### src/rtl/tbase_pkg.sv
package tbase_pkg;
  // set/clear request pair for the sticky overflow flag
  typedef struct packed {
    logic set;
    logic clr;
  } flag_req_t;
endpackage

### src/rtl/tbase_prescaler.sv
module tbase_prescaler #(
  parameter int PRE_W = 2
) (
  input  logic clk,
  input  logic rst,
  input  logic tick,
  input  logic clear,
  output logic carry
);
  generate
    if (PRE_W == 0) begin : g_none
      assign carry = tick && !clear;
    end else begin : g_div
      localparam logic [PRE_W-1:0] PRE_TOP = {PRE_W{1'b1}};
      logic [PRE_W-1:0] pre_q;

      always_ff @(posedge clk) begin
        if (rst || clear) pre_q <= '0;
        else if (tick)    pre_q <= pre_q + 1'b1;
      end

      assign carry = tick && !clear && (pre_q == PRE_TOP);

      // a load leaves the prescaler at zero
      a_r3_load_clears_pre: assert property (@(posedge clk) disable iff (rst)
        clear |=> (pre_q == '0));
      // without a tick the prescaler holds
      a_r1_pre_holds: assert property (@(posedge clk) disable iff (rst)
        (!tick && !clear) |=> $stable(pre_q));
    end
  endgenerate
endmodule

### src/rtl/tbase_counter.sv
module tbase_counter #(
  parameter int CNT_W = 8
) (
  input  logic             clk,
  input  logic             rst,
  input  logic             carry,
  input  logic             load,
  input  logic [CNT_W-1:0] load_val,
  output logic [CNT_W-1:0] cnt_q,
  output logic             wrap
);
  localparam logic [CNT_W-1:0] CNT_TOP = {CNT_W{1'b1}};

  always_ff @(posedge clk) begin
    if (rst)        cnt_q <= '0;
    else if (load)  cnt_q <= load_val;
    else if (carry) cnt_q <= cnt_q + 1'b1;
  end

  assign wrap = carry && !load && (cnt_q == CNT_TOP);

  // counter stays put with neither carry nor load
  a_r1_cnt_stable: assert property (@(posedge clk) disable iff (rst)
    (!carry && !load) |=> $stable(cnt_q));
  // a prescaler carry moves the counter by exactly one
  a_r2_cnt_step: assert property (@(posedge clk) disable iff (rst)
    (carry && !load) |=> (cnt_q == $past(cnt_q) + 1'b1));
  // loaded value appears whole in the next cycle
  a_r3_cnt_load: assert property (@(posedge clk) disable iff (rst)
    load |=> (cnt_q == $past(load_val)));
endmodule

### src/rtl/tbase_flag.sv
module tbase_flag
  import tbase_pkg::*;
(
  input  logic      clk,
  input  logic      rst,
  input  flag_req_t req,
  output logic      ovf_q,
  output logic      hit_q
);
  always_ff @(posedge clk) begin
    if (rst) begin
      ovf_q <= 1'b0;
      hit_q <= 1'b0;
    end else begin
      hit_q <= req.clr && ovf_q;
      if (req.set)      ovf_q <= 1'b1;
      else if (req.clr) ovf_q <= 1'b0;
    end
  end

  // a set in the test cycle survives the clear
  a_r6_set_wins: assert property (@(posedge clk) disable iff (rst)
    req.set |=> ovf_q);
  // a test with no set leaves the flag clear
  a_r5_test_clears: assert property (@(posedge clk) disable iff (rst)
    (req.clr && !req.set) |=> !ovf_q);
  // the hit reports the flag before the strobe
  a_r5_hit_value: assert property (@(posedge clk) disable iff (rst)
    req.clr |=> (hit_q == $past(ovf_q)));
  // the flag is sticky without a test
  a_r4_sticky: assert property (@(posedge clk) disable iff (rst)
    (ovf_q && !req.clr) |=> ovf_q);
endmodule

### src/rtl/tbase_idle.sv
module tbase_idle (
  input  logic clk,
  input  logic rst,
  input  logic idle_req,
  input  logic wrap,
  output logic asleep_q,
  output logic wake_q
);
  always_ff @(posedge clk) begin
    if (rst) begin
      asleep_q <= 1'b0;
      wake_q   <= 1'b0;
    end else begin
      wake_q <= wrap && asleep_q;
      if (wrap)          asleep_q <= 1'b0;
      else if (idle_req) asleep_q <= 1'b1;
    end
  end

  // wake only ends a real sleep and leaves the block awake
  a_r8_wake_from_sleep: assert property (@(posedge clk) disable iff (rst)
    wake_q |-> (!asleep_q && $past(asleep_q)));
  // wake lasts one cycle
  a_r8_wake_single: assert property (@(posedge clk) disable iff (rst)
    wake_q |=> !wake_q);
endmodule

### src/rtl/tbase_timer.sv
module tbase_timer
  import tbase_pkg::*;
#(
  parameter int PRE_W = 2,
  parameter int CNT_W = 8
) (
  input  logic             clk,
  input  logic             rst,
  input  logic             tick,
  input  logic             ld_stb,
  input  logic [CNT_W-1:0] ld_data,
  input  logic             tst_stb,
  input  logic             idle_req,
  output logic [CNT_W-1:0] cnt_o,
  output logic             tst_hit,
  output logic             asleep,
  output logic             wake
);
  localparam int MSB = CNT_W - 1;

  logic      carry;
  logic      wrap;
  logic      ovf;
  flag_req_t freq;

  tbase_prescaler #(.PRE_W(PRE_W)) u_pre (
    .clk(clk), .rst(rst), .tick(tick), .clear(ld_stb), .carry(carry)
  );

  tbase_counter #(.CNT_W(CNT_W)) u_cnt (
    .clk(clk), .rst(rst), .carry(carry), .load(ld_stb),
    .load_val(ld_data), .cnt_q(cnt_o), .wrap(wrap)
  );

  assign freq.set = wrap || (ld_stb && ld_data[MSB]);
  assign freq.clr = tst_stb;

  tbase_flag u_flag (
    .clk(clk), .rst(rst), .req(freq), .ovf_q(ovf), .hit_q(tst_hit)
  );

  tbase_idle u_idle (
    .clk(clk), .rst(rst), .idle_req(idle_req), .wrap(wrap),
    .asleep_q(asleep), .wake_q(wake)
  );

  // a load with the top bit high leaves the flag set
  a_r7_msb_load_sets: assert property (@(posedge clk) disable iff (rst)
    (ld_stb && ld_data[MSB]) |=> ovf);
  // counter reaching zero by counting sets the flag
  a_r4_wrap_sets: assert property (@(posedge clk) disable iff (rst)
    ($past(cnt_o) != '0 && cnt_o == '0 && !$past(ld_stb)) |-> ovf);
  // reset clears outputs
  a_r9_reset: assert property (@(posedge clk)
    rst |=> (cnt_o == '0 && !tst_hit && !asleep && !wake && !ovf));
endmodule

### config.mk
export PLATFORM = sky130hd
export DESIGN_NAME = tbase_timer
export DESIGN_NICKNAME = d
export VERILOG_FILES = /design/src/rtl/tbase_pkg.sv /design/src/rtl/tbase_prescaler.sv /design/src/rtl/tbase_counter.sv /design/src/rtl/tbase_flag.sv /design/src/rtl/tbase_idle.sv /design/src/rtl/tbase_timer.sv
export SDC_FILE = /design/constraint.sdc
export NUM_CORES = 1
export LEC_CHECK = 0
export ABC_AREA = 1
export BUFFER_PORTS_ARGS = -buffer_cell sky130_fd_sc_hd__buf_4
export CAP_MARGIN = 20
export CORE_UTILIZATION = 50
export DETAILED_ROUTE_END_ITERATION = 7
export GPL_TIMING_DRIVEN = 0
export MAX_ROUTING_LAYER = met4
export PLACE_DENSITY = 0.8
export SYNTH_ARGS = -nofsm -noshare
export SYNTH_HDL_FRONTEND = slang
export SYNTH_HIERARCHICAL = 1
export SYNTH_SLANG_ARGS = --single-unit
### constraint.sdc
create_clock -name clk -period 2.2 [get_ports clk]
set_input_delay 0.33 -clock clk [delete_from_list [all_inputs] [get_ports clk]]
set_output_delay 0.33 -clock clk [all_outputs]
set_load 0.1 [all_outputs]
==> results of run 1 <==
## logic make-up after synthesis
kind of cell / Yosys count / share of synthesized area
adders and majority gates: 2 / 0.0321
buffers and inverters: 20 / 0.108
AOI/OAI and AO/OA: 14 / 0.121
DFF: 14 / 0.360
xor gates and xnor gates: 3 / 0.0338
and+or+nand+nor: 57 / 0.346
## final timing paths
path,from,endpoint,slack (ns)
max,u_pre/g_div.pre_q[0],u_flag/ovf_q,0.50
min,rst,u_cnt/cnt_q[7],0.27
max reg2reg,u_pre/g_div.pre_q[0],u_flag/ovf_q,0.50
min reg2reg,u_idle/asleep_q,u_idle/wake_q,0.45
## where the power goes
group / internal (mW) / total, mW / switching (mW)
Clock: 0.101 / 0.186 / 0.0853
Combinational: 0.0478 / 0.158 / 0.110
Sequential: 0.266 / 0.281 / 0.0147
## through the flow
| step | instances | util | hold WS (ns) |
|---|---|---|---|
| floorplan | 110 | - | 0.392 |
| global placement | 149 | 0.715 | 0.418 |
| detailed placement | 149 | 0.715 | 0.439 |
| CTS | 153 | 0.742 | 0.266 |
| global route | 153 | 0.742 | 0.262 |
| finish | 153 | 0.742 | 0.270 |
## final cells by class
type                    count  area (sq um)  area share
multi-input cells          76           414       0.409
flip-flops and latches     14           280       0.277
repair buffers             24           180       0.178
inverters                  19          76.3      0.0753
clock buffers               4          36.3      0.0358
well taps                  15          18.8      0.0185
plain buffers               1          7.51     0.00741
## worst max-delay path, cell delays in order, from the launching register on
cell,delay [ns]
dfxtp_1,0.37
ha_1,0.16
nand2_1,0.05
nor2_1,0.38
nand2_4,0.13
nor4_2,0.31
inv_1,0.08
nand2_1,0.08
nand2_1,0.05
nand2_1,0.05
## sequential cells by signal (all words and copies together) (netlist names)
register,cells
u_idle/asleep_q,1
u_flag/ovf_q,1
u_pre/g_div.pre_q,2
u_flag/hit_q,1
u_cnt/cnt_q,8
u_idle/wake_q,1
## placed cells by master, fill, tap and decap left out, drive strengths merged
cell    count
xnor2       2
nor4        1
ha          2
nand2      30
o21ai       3
dfxtp      14
inv        19
a22oi       5
clkbuf      4
nor3        1
nor2       15
o21bai      1
a21oi       5
xor2        1
buf        25
nand3      10
## per-layer routing
layer / vias to the layer above / track usage
met1: 331 / 0.240
met2: 16 / 0.381
met4: 0 / 0.0774
li1: 404 / -
met5: - / -
met3: 2 / 0.0522
==> run metrics, run 1 <==
Layout area overhead=30.2%; Tot Pwr=625 uW; area post-placement=977 sq um; WL final=1610 um; Routed met2 length=796 um; count leader, synth=nand2_1; Post-CTS Hold Buffers=0; worst reg2reg path depth=9; met3 wire len=68 um; H-tree depth=1; clk_skew=0.00129 ns; outcome=finished, final reports clean; DR iter-0 viols=20; DR pass1 iterations=4; Netlist Area Pre-Place=778 sq um; post-route cell area=1010 sq um; layout cells sized above 1=0.304; Warnings, synthesis=6; Avg Cell Area, Syn=7.07 sq um; pwr dens=616 nW/um^2; Die Wd=41.5 um; final number of max-transition violations=0; post-synth net total=126; Fin. Hold Viols=0; Gate Count Post-Synth=110; worst relative slew slack=0.669; top layer in use=met4; max frequency=587 MHz; Ant. Diodes=0; worst setup path class=reg -> reg; vias in the first global route=698; worst slew pin tran=0.494 ns; postcts setup bufs=0; Bufs on Longest Clock Path=2; max-cap viol count=0; clock latency on the worst-skew pair=0.28 ns; starting density of the core=0.570; GPL Wtd Cong=0.861; DR vias=753; post-layout min period=1.70 ns; hold-critical path depth=2; die area=1720 sq um; DRT met1 WL=722 um; Avg Vias per Cell=4.92; Post-synth EDFFs=0; Async S/R FF share, synth=0; first-pass GRT wire length=2850 um; crit share post-route=0.774; Hold WC Path Type=in -> reg; antenna violations before repair=0; Setup WS post-layout=0.497 ns; Unique masters post-synth=24; WP data arrival=1.93 ns; clk sink count=14; Final nets=155; P_leak=0.488 nW; row cnt=13; critical path launch point type=register; critical path peak fanout=4; CTS buffer count=3; register area share after synthesis=0.360; buffers added on ports=24; Total GRT Usage=0.218; CTS tree=built; largest net degree at the start of global routing=11; height of the die=41.5 um; CP endpoint kind=register; IO Count=25; Root Buffer=clkbuf_4; Yosys reg bits=14; Detailed Place HPWL=1250 um; Final ANT Viol Nets=0; Fillers=131; RSZ-0062 raised after global routing=false; post-synth top area cell=dfxtp_1; top post-synthesis cells by count=nand2_1, inv_1, dfxtp_1; CTS resizes=0; grt ovf=0; setup TNS=0 ns; core area=1370 sq um; prevailing post-synth register cell=dfxtp_1; Avg WL per Cell=10.5 um; worst ir drop on vdd=0.445 mV; clock-pin slew on the worst setup and hold paths=0.09 ns; Yosys top cell area share=0.360; worst slack, placed=0.512 ns; DRC Markers=0; Final setup viols=0; Synth area leaders=dfxtp_1, nand2_1, inv_1; WP data required=2.43 ns
(Power assumes the default switching activity.)
==> inputs of run 2 (changes only) <==
--- a/config.mk
+++ b/config.mk
@@ -8,11 +8,11 @@
 export ABC_AREA = 1
 export BUFFER_PORTS_ARGS = -buffer_cell sky130_fd_sc_hd__buf_4
 export CAP_MARGIN = 20
-export CORE_UTILIZATION = 50
+export CORE_UTILIZATION = 43
 export DETAILED_ROUTE_END_ITERATION = 7
 export GPL_TIMING_DRIVEN = 0
 export MAX_ROUTING_LAYER = met4
-export PLACE_DENSITY = 0.8
+export PLACE_DENSITY = 0.73
 export SYNTH_ARGS = -nofsm -noshare
 export SYNTH_HDL_FRONTEND = slang
 export SYNTH_HIERARCHICAL = 1
==> constraint.sdc (replaced) <==
create_clock -name clk -period 1.4 [get_ports clk]
set_input_delay 0.21 -clock clk [delete_from_list [all_inputs] [get_ports clk]]
set_output_delay 0.21 -clock clk [all_outputs]
set_load 0.1 [all_outputs]
==> run metrics, run 2 (synthesis results as in run 1) <==
outcome=finished, final reports clean; Die Wd=44.5 um; worst reg2reg path depth=9; Reg area=304 sq um; GPL Wtd Cong=0.834; DR pass1 iterations=4; area post-placement=1030 sq um; Final setup viols=0; most flop-heavy register=u_cnt/cnt_q; antenna violations before repair=0; pwr dens=877 nW/um^2; first-pass GRT wire length=2770 um; starting density of the core=0.456; crit share post-route=0.951; post-route cell area=1140 sq um; critical path launch point type=register; Fin. Hold Viols=0; grt ovf=0; Tot Pwr=996 uW; worst slew pin tran=0.280 ns; max-cap viol count=0; commonest non-fill, non-tap cell in the layout=buf_4; most frequent cells in the layout=buf_4, nand2_1, inv_1; DR iter-0 viols=26; Hold Startpoint=idle_req; IO Count=25; setup TNS=0 ns; Crit path max-delay family=simple AND/OR/NAND/NOR gates; Post-CTS Hold Buffers=0; H-tree depth=1; row cnt=15; post-layout min period=1.33 ns; Largest regs=u_cnt/cnt_q (8), u_pre/g_div.pre_q (2); register-to-register path setup slack=0.07 ns; critical path's slowest cell=dfxtp_4; max frequency=751 MHz; Multi-input gate area=463 sq um; CP endpoint kind=register; Bufs on Longest Clock Path=2; WP data arrival=1.56 ns; critical path peak fanout=4; Root Buffer=clkbuf_4; sequence of cells on the critical path=ha_4, nand3_4, nor2_4, inv_2, nor4_4, inv_1, nand2_1, nand2_1, nand2_1; DRC Markers=0; clk sink count=14; vias in the first global route=678; clock latency on the worst-skew pair=0.28 ns; clock-pin slew on the worst setup and hold paths=0.09 ns; CTS tree=built; Layout area overhead=46.0%; WP data required=1.63 ns; worst relative slew slack=0.815; Worst Hold Path EP=u_idle/asleep_q; Final ANT Viol Nets=0; largest net degree at the start of global routing=11; Total GRT Usage=0.198; Buf/Inv on CP=2; max reg flops=8; Crit path largest cell delay=0.39 ns; worst ir drop on vdd=0.568 mV; Avg Vias per Cell=4.68; P_leak=0.529 nW; core area=1710 sq um; RSZ-0062 raised after global routing=true; WL final=1860 um; Fillers=158; r2r startpoint=u_cnt/cnt_q[0]; CTS buffer count=3; Avg WL per Cell=11.1 um; FF-to-FF End=u_flag/ovf_q; Detailed Place HPWL=1250 um; DR vias=786; layout cells sized above 1=0.427; hold-critical path depth=3; die area=1980 sq um; final number of max-transition violations=0; Ant. Diodes=0; worst setup path class=reg -> reg; Final nets=160; buffers added on ports=24; cell mode on critical path=nand2_1; clk_skew=0.000946 ns; Hold WC Path Type=in -> reg; height of the die=44.5 um
[run 2: routing by layer]
| metal | vias to the layer above | part of all wire | routed length (um) | global-route usage |
|---|---|---|---|---|
| li1 | 410 | - | - | - |
| met4 | 0 | 0.012 | 23 | 0.109 |
| met2 | 17 | 0.51 | 944 | 0.315 |
| met3 | 4 | 0.035 | 65 | 0.0490 |
| met1 | 355 | 0.44 | 826 | 0.228 |
| met5 | - | 0 | 0 | - |
[run 2: worst register-to-register path: stages, from the launching register on]
cell     delay [ns]
dfxtp_4        0.39
ha_4           0.16
nand3_4        0.07
nor2_4         0.13
inv_2          0.06
nor4_4         0.25
inv_1          0.07
nand2_1        0.07
nand2_1        0.05
nand2_1        0.05
[run 2: cell type report]
class	count	area share
buffer	1	0.00661
clock buffer	4	0.0319
inverter	19	0.0672
multi-input combinational	76	0.407
sequential	14	0.268
tap	25	0.0275
timing repair buffer	29	0.192
[run 2: stage by stage]
step                hold slack [ns]  std cells  setup slack, ns   util
floorplan                     0.265        110          -0.0467      -
global placement              0.417        159           -0.144  0.606
detailed placement            0.427        159           -0.148  0.606
CTS                           0.144        164           0.0234  0.640
global route                  0.140        168          -0.0453  0.665
finish                        0.147        168           0.0680  0.665
[run 2: power breakdown]
group / leakage [nW] / switching, mW / internal, mW / total [mW]
registers: 0.120 / 0.0262 / 0.416 / 0.442
clock network: 0.0210 / 0.133 / 0.158 / 0.291
logic: 0.388 / 0.180 / 0.0829 / 0.263
total: 0.529 / 0.339 / 0.657 / 0.996
[run 2: how the worst max path moves through the flow]
stage / endpoint / cells past startpoint / startpoint
after floorplan: u_flag/ovf_q / 9 / u_cnt/cnt_q[0]
after global placement: u_flag/ovf_q / 9 / u_pre/g_div.pre_q[0]
after detailed placement: u_flag/ovf_q / 9 / u_pre/g_div.pre_q[0]
after CTS: u_flag/ovf_q / 9 / u_pre/g_div.pre_q[0]
after global routing: u_flag/ovf_q / 9 / u_cnt/cnt_q[0]
final: u_flag/ovf_q / 9 / u_cnt/cnt_q[0]
[run 2: repair_timing]
item,in CTS,in global routing
setup buffers,1,4
resized for setup,2,4
pin swaps,1,8
endpoints found under the hold margin,0,0
setup endpoints to repair,3,3
